`config.mk`:
```
export PLATFORM = sky130hd
export DESIGN_NAME = agu_top
export DESIGN_NICKNAME = d
export VERILOG_FILES = /design/src/rtl/agu_pkg.sv /design/src/rtl/agu_scale.sv /design/src/rtl/agu_step.sv /design/src/rtl/agu_calc.sv /design/src/rtl/agu_top.sv
export SDC_FILE = /design/constraint.sdc
export NUM_CORES = 1
export LEC_CHECK = 0
export ABC_CLOCK_PERIOD_IN_PS = 4650
export BUFFER_PORTS_ARGS = -buffer_cell sky130_fd_sc_hd__buf_2
export CORE_MARGIN = 8
export CORE_UTILIZATION = 55
export DETAILED_ROUTE_END_ITERATION = 7
export PLACE_DENSITY = 0.8
export SLEW_MARGIN = 20
export SYNTH_ARGS = -nofsm -noshare
export SYNTH_HDL_FRONTEND = slang
export SYNTH_SLANG_ARGS = --single-unit
```
`constraint.sdc`:
```
create_clock -name clk_i -period 4.65 [get_ports clk_i]
set_clock_uncertainty 0.15 [all_clocks]
set_input_delay 0.93 -clock clk_i [delete_from_list [all_inputs] [get_ports clk_i]]
set_output_delay 0.93 -clock clk_i [all_outputs]
set_load 0.02 [all_outputs]
```
`src/rtl/agu_pkg.sv`:
```
package agu_pkg;
  localparam logic [2:0] MODE_REG     = 3'd0;
  localparam logic [2:0] MODE_BOFF    = 3'd1;
  localparam logic [2:0] MODE_BIDX    = 3'd2;
  localparam logic [2:0] MODE_BIDXOFF = 3'd3;
  localparam logic [2:0] MODE_PCREL   = 3'd4;
  localparam logic [2:0] MODE_PREDEC  = 3'd5;
  localparam logic [2:0] MODE_POSTINC = 3'd6;

  localparam logic [1:0] SZ_BYTE = 2'd0;
  localparam logic [1:0] SZ_HALF = 2'd1;
  localparam logic [1:0] SZ_WORD = 2'd2;
endpackage

```
`src/rtl/agu_scale.sv`:
```
module agu_scale #(
  parameter int unsigned AW = 32,
  parameter int unsigned SW = 2
) (
  input  logic [AW-1:0] idx_i,
  input  logic [SW-1:0] scale_i,
  output logic [AW-1:0] scaled_o
);
  localparam int unsigned NSH = 1 << SW;

  logic [AW-1:0] shv [NSH];

  for (genvar s = 0; s < NSH; s++) begin : g_sh
    assign shv[s] = idx_i << s;
  end

  assign scaled_o = shv[scale_i];
endmodule

```
`src/rtl/agu_step.sv`:
```
module agu_step #(
  parameter int unsigned AW = 32
) (
  input  logic [1:0]    size_i,
  output logic [AW-1:0] step_o,
  output logic          ok_o
);
  import agu_pkg::*;

  always_comb begin
    ok_o   = 1'b1;
    step_o = '0;
    case (size_i)
      SZ_BYTE: step_o = AW'(1);
      SZ_HALF: step_o = AW'(2);
      SZ_WORD: step_o = AW'(4);
      default: ok_o   = 1'b0;
    endcase
  end
endmodule

```
`src/rtl/agu_calc.sv`:
```
module agu_calc #(
  parameter int unsigned AW = 32,
  parameter int unsigned IW = 16,
  parameter int unsigned SW = 2
) (
  input  logic [2:0]    mode_i,
  input  logic [AW-1:0] base_i,
  input  logic [AW-1:0] index_i,
  input  logic [SW-1:0] scale_i,
  input  logic [IW-1:0] imm_i,
  input  logic [AW-1:0] pc_i,
  input  logic [1:0]    size_i,
  output logic [AW-1:0] addr_o,
  output logic          wb_en_o,
  output logic [AW-1:0] wb_data_o,
  output logic          err_o
);
  import agu_pkg::*;

  logic [AW-1:0] imm_sx, scaled, step;
  logic          step_ok;

  assign imm_sx = {{(AW-IW){imm_i[IW-1]}}, imm_i};

  agu_scale #(.AW(AW), .SW(SW)) u_scale (
    .idx_i(index_i), .scale_i(scale_i), .scaled_o(scaled)
  );

  agu_step #(.AW(AW)) u_step (
    .size_i(size_i), .step_o(step), .ok_o(step_ok)
  );

  always_comb begin
    addr_o    = '0;
    wb_en_o   = 1'b0;
    wb_data_o = '0;
    err_o     = 1'b0;
    case (mode_i)
      MODE_REG:     addr_o = base_i;
      MODE_BOFF:    addr_o = base_i + imm_sx;
      MODE_BIDX:    addr_o = base_i + scaled;
      MODE_BIDXOFF: addr_o = base_i + scaled + imm_sx;
      MODE_PCREL:   addr_o = pc_i + imm_sx;
      MODE_PREDEC: begin
        if (step_ok) begin
          addr_o    = base_i - step;
          wb_data_o = base_i - step;
          wb_en_o   = 1'b1;
        end else begin
          err_o = 1'b1;
        end
      end
      MODE_POSTINC: begin
        if (step_ok) begin
          addr_o    = base_i;
          wb_data_o = base_i + step;
          wb_en_o   = 1'b1;
        end else begin
          err_o = 1'b1;
        end
      end
      default: err_o = 1'b1;
    endcase
  end
endmodule

```
`src/rtl/agu_top.sv`:
```
module agu_top #(
  parameter int unsigned AW = 32,
  parameter int unsigned IW = 16,
  parameter int unsigned SW = 2
) (
  input  logic          clk_i,
  input  logic          rst_ni,
  input  logic          in_valid_i,
  output logic          in_ready_o,
  input  logic [2:0]    mode_i,
  input  logic [AW-1:0] base_i,
  input  logic [AW-1:0] index_i,
  input  logic [SW-1:0] scale_i,
  input  logic [IW-1:0] imm_i,
  input  logic [AW-1:0] pc_i,
  input  logic [1:0]    size_i,
  output logic          out_valid_o,
  input  logic          out_ready_i,
  output logic [AW-1:0] addr_o,
  output logic          wb_en_o,
  output logic [AW-1:0] wb_data_o,
  output logic          err_o
);
  logic [AW-1:0] c_addr, c_wb;
  logic          c_wb_en, c_err;
  logic          accept;

  agu_calc #(.AW(AW), .IW(IW), .SW(SW)) u_calc (
    .mode_i(mode_i), .base_i(base_i), .index_i(index_i), .scale_i(scale_i),
    .imm_i(imm_i), .pc_i(pc_i), .size_i(size_i),
    .addr_o(c_addr), .wb_en_o(c_wb_en), .wb_data_o(c_wb), .err_o(c_err)
  );

  assign in_ready_o = !out_valid_o || out_ready_i;
  assign accept     = in_valid_i && in_ready_o;

  always_ff @(posedge clk_i or negedge rst_ni) begin
    if (!rst_ni) begin
      out_valid_o <= 1'b0;
      addr_o      <= '0;
      wb_en_o     <= 1'b0;
      wb_data_o   <= '0;
      err_o       <= 1'b0;
    end else begin
      if (accept) begin
        out_valid_o <= 1'b1;
        addr_o      <= c_addr;
        wb_en_o     <= c_wb_en;
        wb_data_o   <= c_wb;
        err_o       <= c_err;
      end else if (out_ready_i) begin
        out_valid_o <= 1'b0;
      end
    end
  end
endmodule

```
; After elaboration in Yosys (flattened, before gate mapping)
; Index checks and enable logic that the tools add are counted.
[word_totals]
inputBits = 123
elab_cells = 46
output_inout_bits = 68
reg_bits = 67
[op_classes]
n_lt_le_gt_ge = 1
n_mux = 16
bitwise = 1
add_sub_neg = 6
n_eq_ne = 8
reduce_logical = 9
[op_table]
columns = operator, count
row1 = $pmux W32 S7, 1
row2 = $mux W32, 5
row3 = $add A32 B32 Y32, 4
row4 = $bmux W32 S2, 1
row5 = $pmux W32 S2, 1
row6 = $add A32 B3 Y32, 1
row7 = $sub A32 B3 Y32, 1
row8 = $eq A3 B3 Y1 const B, 3
row9 = $pmux W3 S3, 1
row10 = $eq A3 B2 Y1 const B, 2
row11 = $mux W1, 6
row12 = $reduce_or A5 Y1, 1
row13 = $eq A3 B1 Y1 const B, 1
row14 = $ge A3 B3 Y1 const B, 1
row15 = $logic_not A3 Y1, 1
row16 = $not A2 Y3, 1
row17 = $reduce_or A3 Y1, 1
row18 = $eq A2 B1 Y1 const B, 1
row19 = $eq A2 B2 Y1 const B, 1
row20 = $logic_not A2 Y1, 1
row21 = $pmux W1 S2, 1
row22 = $reduce_bool A2 Y1, 1
row23 = $reduce_or A2 Y1, 1
row24 = $logic_and A1 B1 Y1, 1
row25 = 2 further kinds, 2

; Depth between registers and ports, before layout
[logic_depth]
ltp_word = 7
mapped_depth = 27

; By module
; Synthesis repeated with hierarchy kept, for this count alone.
[hier_totals]
cells_unflattened = 1379
hier_area_um2 = 11338.4
[by_module_without_submodules]
columns = module, area_per_inst_um2, n_inst, seq_area_each_um2, cells_each
row1 = agu_calc, 7692.4, 1, 0.0, 1131
row2 = agu_top, 2697.6, 1, 1676.6, 143
row3 = agu_scale, 704.4, 1, 0.0, 71
row4 = agu_step, 244.0, 1, 0.0, 34

; Least setup slack after synthesis
; Ideal clock, no wire load.
[synth_timing]
path_kind = input to register
from = input scale_i[0]
to = register addr_o[25]
stages = 25
slack_ns = -1.737
arrival_time_ns = 6.106
path_buffers = 3
required_ns = 4.370
setup_time_ns = 0.130
cell_sequence = clkbuf_8 buf_1 clkbuf_1 nor3b_1 ha_1 fa_1 a21oi_1 o21ai_1 a22o_1 o21a_1 nor2_1 xnor2_1 nor2_1 a21oi_1 ha_1 a21o_1 a21o_1 a211oi_2 nand4_1 a221o_1 a221oi_2 o31ai_1 xnor2_1 a221oi_1 o21ai_1
[synth_via]
elab_chain_len = 7
[synth_lines]
columns = item, line
row1 = from (decl), agu_top.sv:13  ; input logic [SW-1:0] scale_i,
row2 = $not A2 Y3 (implied by the code) *, agu_scale.sv:17  ; assign scaled_o = shv[scale_i];
row3 = $bmux W32 S2 *, agu_scale.sv:17
row4 = $mux W32 (implied by the code) * (2 in a row), agu_scale.sv:17
row5 = $add A32 B32 Y32 *, "agu_calc.sv:41, agu_calc.sv:42"
row6 = $add A32 B32 Y32, agu_calc.sv:42  ; MODE_BIDXOFF: addr_o = base_i + scaled + imm_sx;
row7 = $pmux W32 S7 *, agu_calc.sv:38  ; case (mode_i)
row8 = to (signal assigned), agu_top.sv:47  ; addr_o <= c_addr;
row9 = to (decl), agu_top.sv:19  ; output logic [AW-1:0] addr_o,
; Every way passes the cells marked *; elsewhere a longest branch is shown, timed or not. The select of a mux whose other input is x is not followed.
; A chain may end at the register's enable or synchronous reset.

; Worst setup path in the final report
[layout_timing]
from = input scale_i[1]
to = register addr_o[25]
; Same word-level chain as after synthesis.

==> flow_metrics.py <==
metrics = {
    "outcome": {
        "status": "finished, violations left",
        "violations": "negative setup slack",
    },
    "critical_path": {
        "worstPathMaxFanout": 13,
        "ff2ff_setup_slack_ns": 2.33,
        "worst-path-buf-inv": 1,
        "critPathCaptureType": "flip-flop",
        "crit_slowest_cell": "a221o_1",
        "crit_family": "compound AO/OA/AOI/OAI gates",
        "reg2reg_depth": 7,
        "arrival_ns": 5.50,
        "regToRegEndpoint": "addr_o[31]$_DFFE_PN0P_",
        "crit_chain": "buf_8, mux2i_4, o22ai_1, ha_1, a21oi_2, o21ai_2, a22o_4, o21a_1, nor2_2, xnor2_2, nor2_1, a21oi_1, ha_1, a21o_1, a21o_1, a211oi_4, nand4_1, a221o_1, a221oi_4, o31ai_2, xnor2_1, a221oi_2, o21ai_1",
        "start_kind": "input port",
        "r2r_start": "out_valid_o$_DFFE_PN0P_",
        "slowest_delay_ns": 0.40,
        "cp.required_ns": 4.70,
        "criticalPathCategory": "input port to flip-flop",
    },
    "synthesis": {
        "syn_avg_cell_area_um2": 7.665,
        "ys_top_cells_by_area": "dfrtp_1 18%, ha_1 9.8%, a21oi_1 6.7%, o21ai_0 6.5%, mux4_2 6.3%",
        "synth_nets": 1421,
        "yosysWarningCount": 0,
        "syn_area_um2": 9359,
        "synthArstFlopShare_pct": 100.0,
        "synth_common_cells": "133 x nand2_1, 125 x a21oi_1, 121 x o21ai_0",
        "synth_top_area_cell": "dfrtp_1",
        "yosysMostFrequentCell": "nand2_1",
        "synth_edf_count": 0,
        "ys_seq_area_share_pct": 17.91,
        "synthCells": 1221,
        "synth_seq_cells": 67,
        "synthFlopType": "dfrtp_1",
        "yosysTopAreaCellShare_pct": 17.91,
        "ys_types": 84,
    },
    "clock_tree": {
        "clockBufferDepth": 2,
        "cts.sinks": 67,
        "ctsHoldBuffers": 0,
        "h-tree-depth": 3,
        "cts_tree": "done",
        "insertion_delay_ns": 0.34,
        "cts_buffers": 9,
        "cts_root_buffer": "clkbuf_16",
        "clk_pin_slew_ns": 0.06,
    },
    "global_routing": {
        "grt_pass1_wl_mm": 58.53,
        "grt_overflow_total": 0,
        "antenna_found_initial": 0,
        "grt_max_degree": 89,
        "grt_pass1_vias": 11090,
        "grt_usage_pct": 33.21,
    },
    "hold_path": {
        "min-delay-start": "wb_data_o[1]$_DFFE_PN0P_",
        "hold_path.class": "flip-flop to flip-flop",
        "min_path_cells": 2,
        "min_to": "wb_data_o[1]$_DFFE_PN0P_",
    },
    "detailed_routing": {
        "vias": 11830,
        "wl_met1_mm": 15.69,
        "dr.pass1.iters": 7,
        "wirelength_mm": 40.03,
        "drt-vias-per-instance": 6.341,
        "drt_iter0_markers": 1406,
        "met2_length_mm": 18.01,
        "highest_layer": "met4",
        "wl_met3_mm": 4.782,
        "antenna_left": 0,
        "post_drt_wl_per_cell_um": 21.45,
        "drc": 0,
    },
    "die": {
        "initial_core_util_pct": 56.44,
        "die-area_um2": 21450,
        "fp.dieW_um": 146.4,
        "io_pins": 191,
        "coreArea_um2": 16580,
        "die_h_um": 146.4,
        "rows": 47,
    },
    "placement": {
        "gp_congestion": 0.9742,
        "io_buffers": 190,
        "hpwl_mm": 27.93,
        "pre_cts_ws_ns": -1.416,
    },
    "sta": {
        "layout_min_cycle_time_ns": 5.445,
        "rsz0062_at_grt": "yes",
        "period_share_pct": 117.1,
        "max-slew-margin-rel_pct": 40.48,
        "timing.final.hold_violations": 0,
        "setup_ws_ns": -0.7955,
        "finalMaxSlewViolations": 0,
        "finalSetupViolations": 22,
        "max_freq_mhz": 183.6,
        "worst_pin_slew_ns": 0.8929,
    },
    "final_layout": {
        "final_layout_size_suffix_gt1_share_pct": 42.53,
        "nFillCells": 1022,
        "nNetsFinal": 1841,
        "area_growth_pct": 47.37,
        "antenna_cells": 0,
    },
    "power": {
        "power_density_nw_per_um2": 282.1,
        "p_total_uw": 3891,
        "vdd_drop_max_mv": 0.2184,
        "p_leak_uw": 0.006372,
    },
    "job": {
        "maxCapViolCount": 0,
    },
}
report_power, final:
part | switching [µW] | internal [µW]
Combinational | 1240 | 1120
Clock | 282 | 527
Sequential | 56.0 | 669
Total | 1580 | 2320
kinds of logic after synthesis:
| family | after synthesis | share of synthesized area [%] |
|---|---|---|
| flip-flops | 67 | 17.91 |
| AO/OA/AOI/OAI | 440 | 29.44 |
| buffers and inverters | 115 | 5.053 |
| adder cells (fa/ha/maj) | 78 | 10.72 |
| AND/OR/NAND/NOR | 381 | 19.14 |
| XOR/XNOR | 76 | 7.259 |
| multiplexers | 64 | 10.47 |
placed cells by master, fill, tap and decap left out, types with 6 or more instances in the layout:
cell type,n
ha_4,11
nand2_1,128
mux4_2,26
clkbuf_16,9
and3_1,7
nand4_1,8
buf_2,188
xnor2_1,41
a21o_1,26
buf_4,278
a221oi_1,9
o31ai_1,6
or3_1,6
o21ai_1,38
mux2_2,11
o21ai_0,89
mux2i_1,25
xnor2_2,9
nor3_1,23
nor2_1,94
nand2b_1,17
a211oi_2,11
nor2b_1,8
a22oi_1,9
a21oi_1,95
a211oi_1,9
dfrtp_1,67
buf_6,17
xor2_1,22
nand3_1,30
a21oi_2,30
o21ai_2,12
a31oi_1,7
o211ai_1,12
inv_1,33
ha_1,59
final cells by class:
class / instances / area [µm²] / share of cell area (%)
multi-input combinational: 1039 / 8030 / 58.22
timing repair buffer: 489 / 3332 / 24.16
sequential: 67 / 1677 / 12.16
inverter: 35 / 131.4 / 0.9526
clock inverter: 7 / 121.4 / 0.8800
tap: 220 / 275.3 / 1.996
clock buffer: 9 / 225.2 / 1.633
worst register-to-register path, stage by stage, from the launching register on:
cell	delay (ns)
dfrtp_1	0.37
nand2b_1	0.14
nand2_2	0.24
a31oi_1	0.25
buf_4	0.25
nand2_1	0.21
or4_1	0.58
nand3_2	0.08
metal layers:
layer	vias up	GRT usage, %
li1	5372	-
met1	5423	44.97
met2	898	52.29
met3	140	7.355
met4	0	8.861
met5	-	0
registers in the layout, summed over array words and instances (netlist names):
register / count
wb_data_o: 32
out_valid_o: 1
wb_en_o: 1
addr_o: 32
err_o: 1
per-stage QoR:
step	hold WS (ns)	std cells	util, %	TNS, ns	area [µm²]
finish	0.3191	1866	83.17	-11.04	13790
global route	0.3509	1866	83.17	-14.61	13790
CTS	0.3273	1857	80.79	-7.660	13400
detailed placement	0.3148	1804	74.26	-23.35	12320
global placement	0.3031	1804	74.26	-19.10	12320
floorplan	0.4400	1221	-	-10.41	9590
worst max-delay path by stage:
stage	from	end	slack (ns)	cells after the start
after floorplan	scale_i[0]	addr_o[25]$_DFFE_PN0P_	-0.92	25
after global placement	scale_i[0]	addr_o[31]$_DFFE_PN0P_	-1.17	24
after detailed placement	scale_i[0]	addr_o[21]$_DFFE_PN0P_	-1.42	24
after CTS	scale_i[0]	addr_o[31]$_DFFE_PN0P_	-0.61	26
after global routing	scale_i[1]	addr_o[25]$_DFFE_PN0P_	-0.97	23
final	scale_i[1]	addr_o[25]$_DFFE_PN0P_	-0.80	23
timing repair:
item	4_1_cts	5_1_grt
pin swaps	106	65
gates resized for setup	106	70
cloned	1	0
endpoints found under the setup margin	22	23
buffers inserted	38	15
No activity file was read; power rests on OpenSTA's default activity.
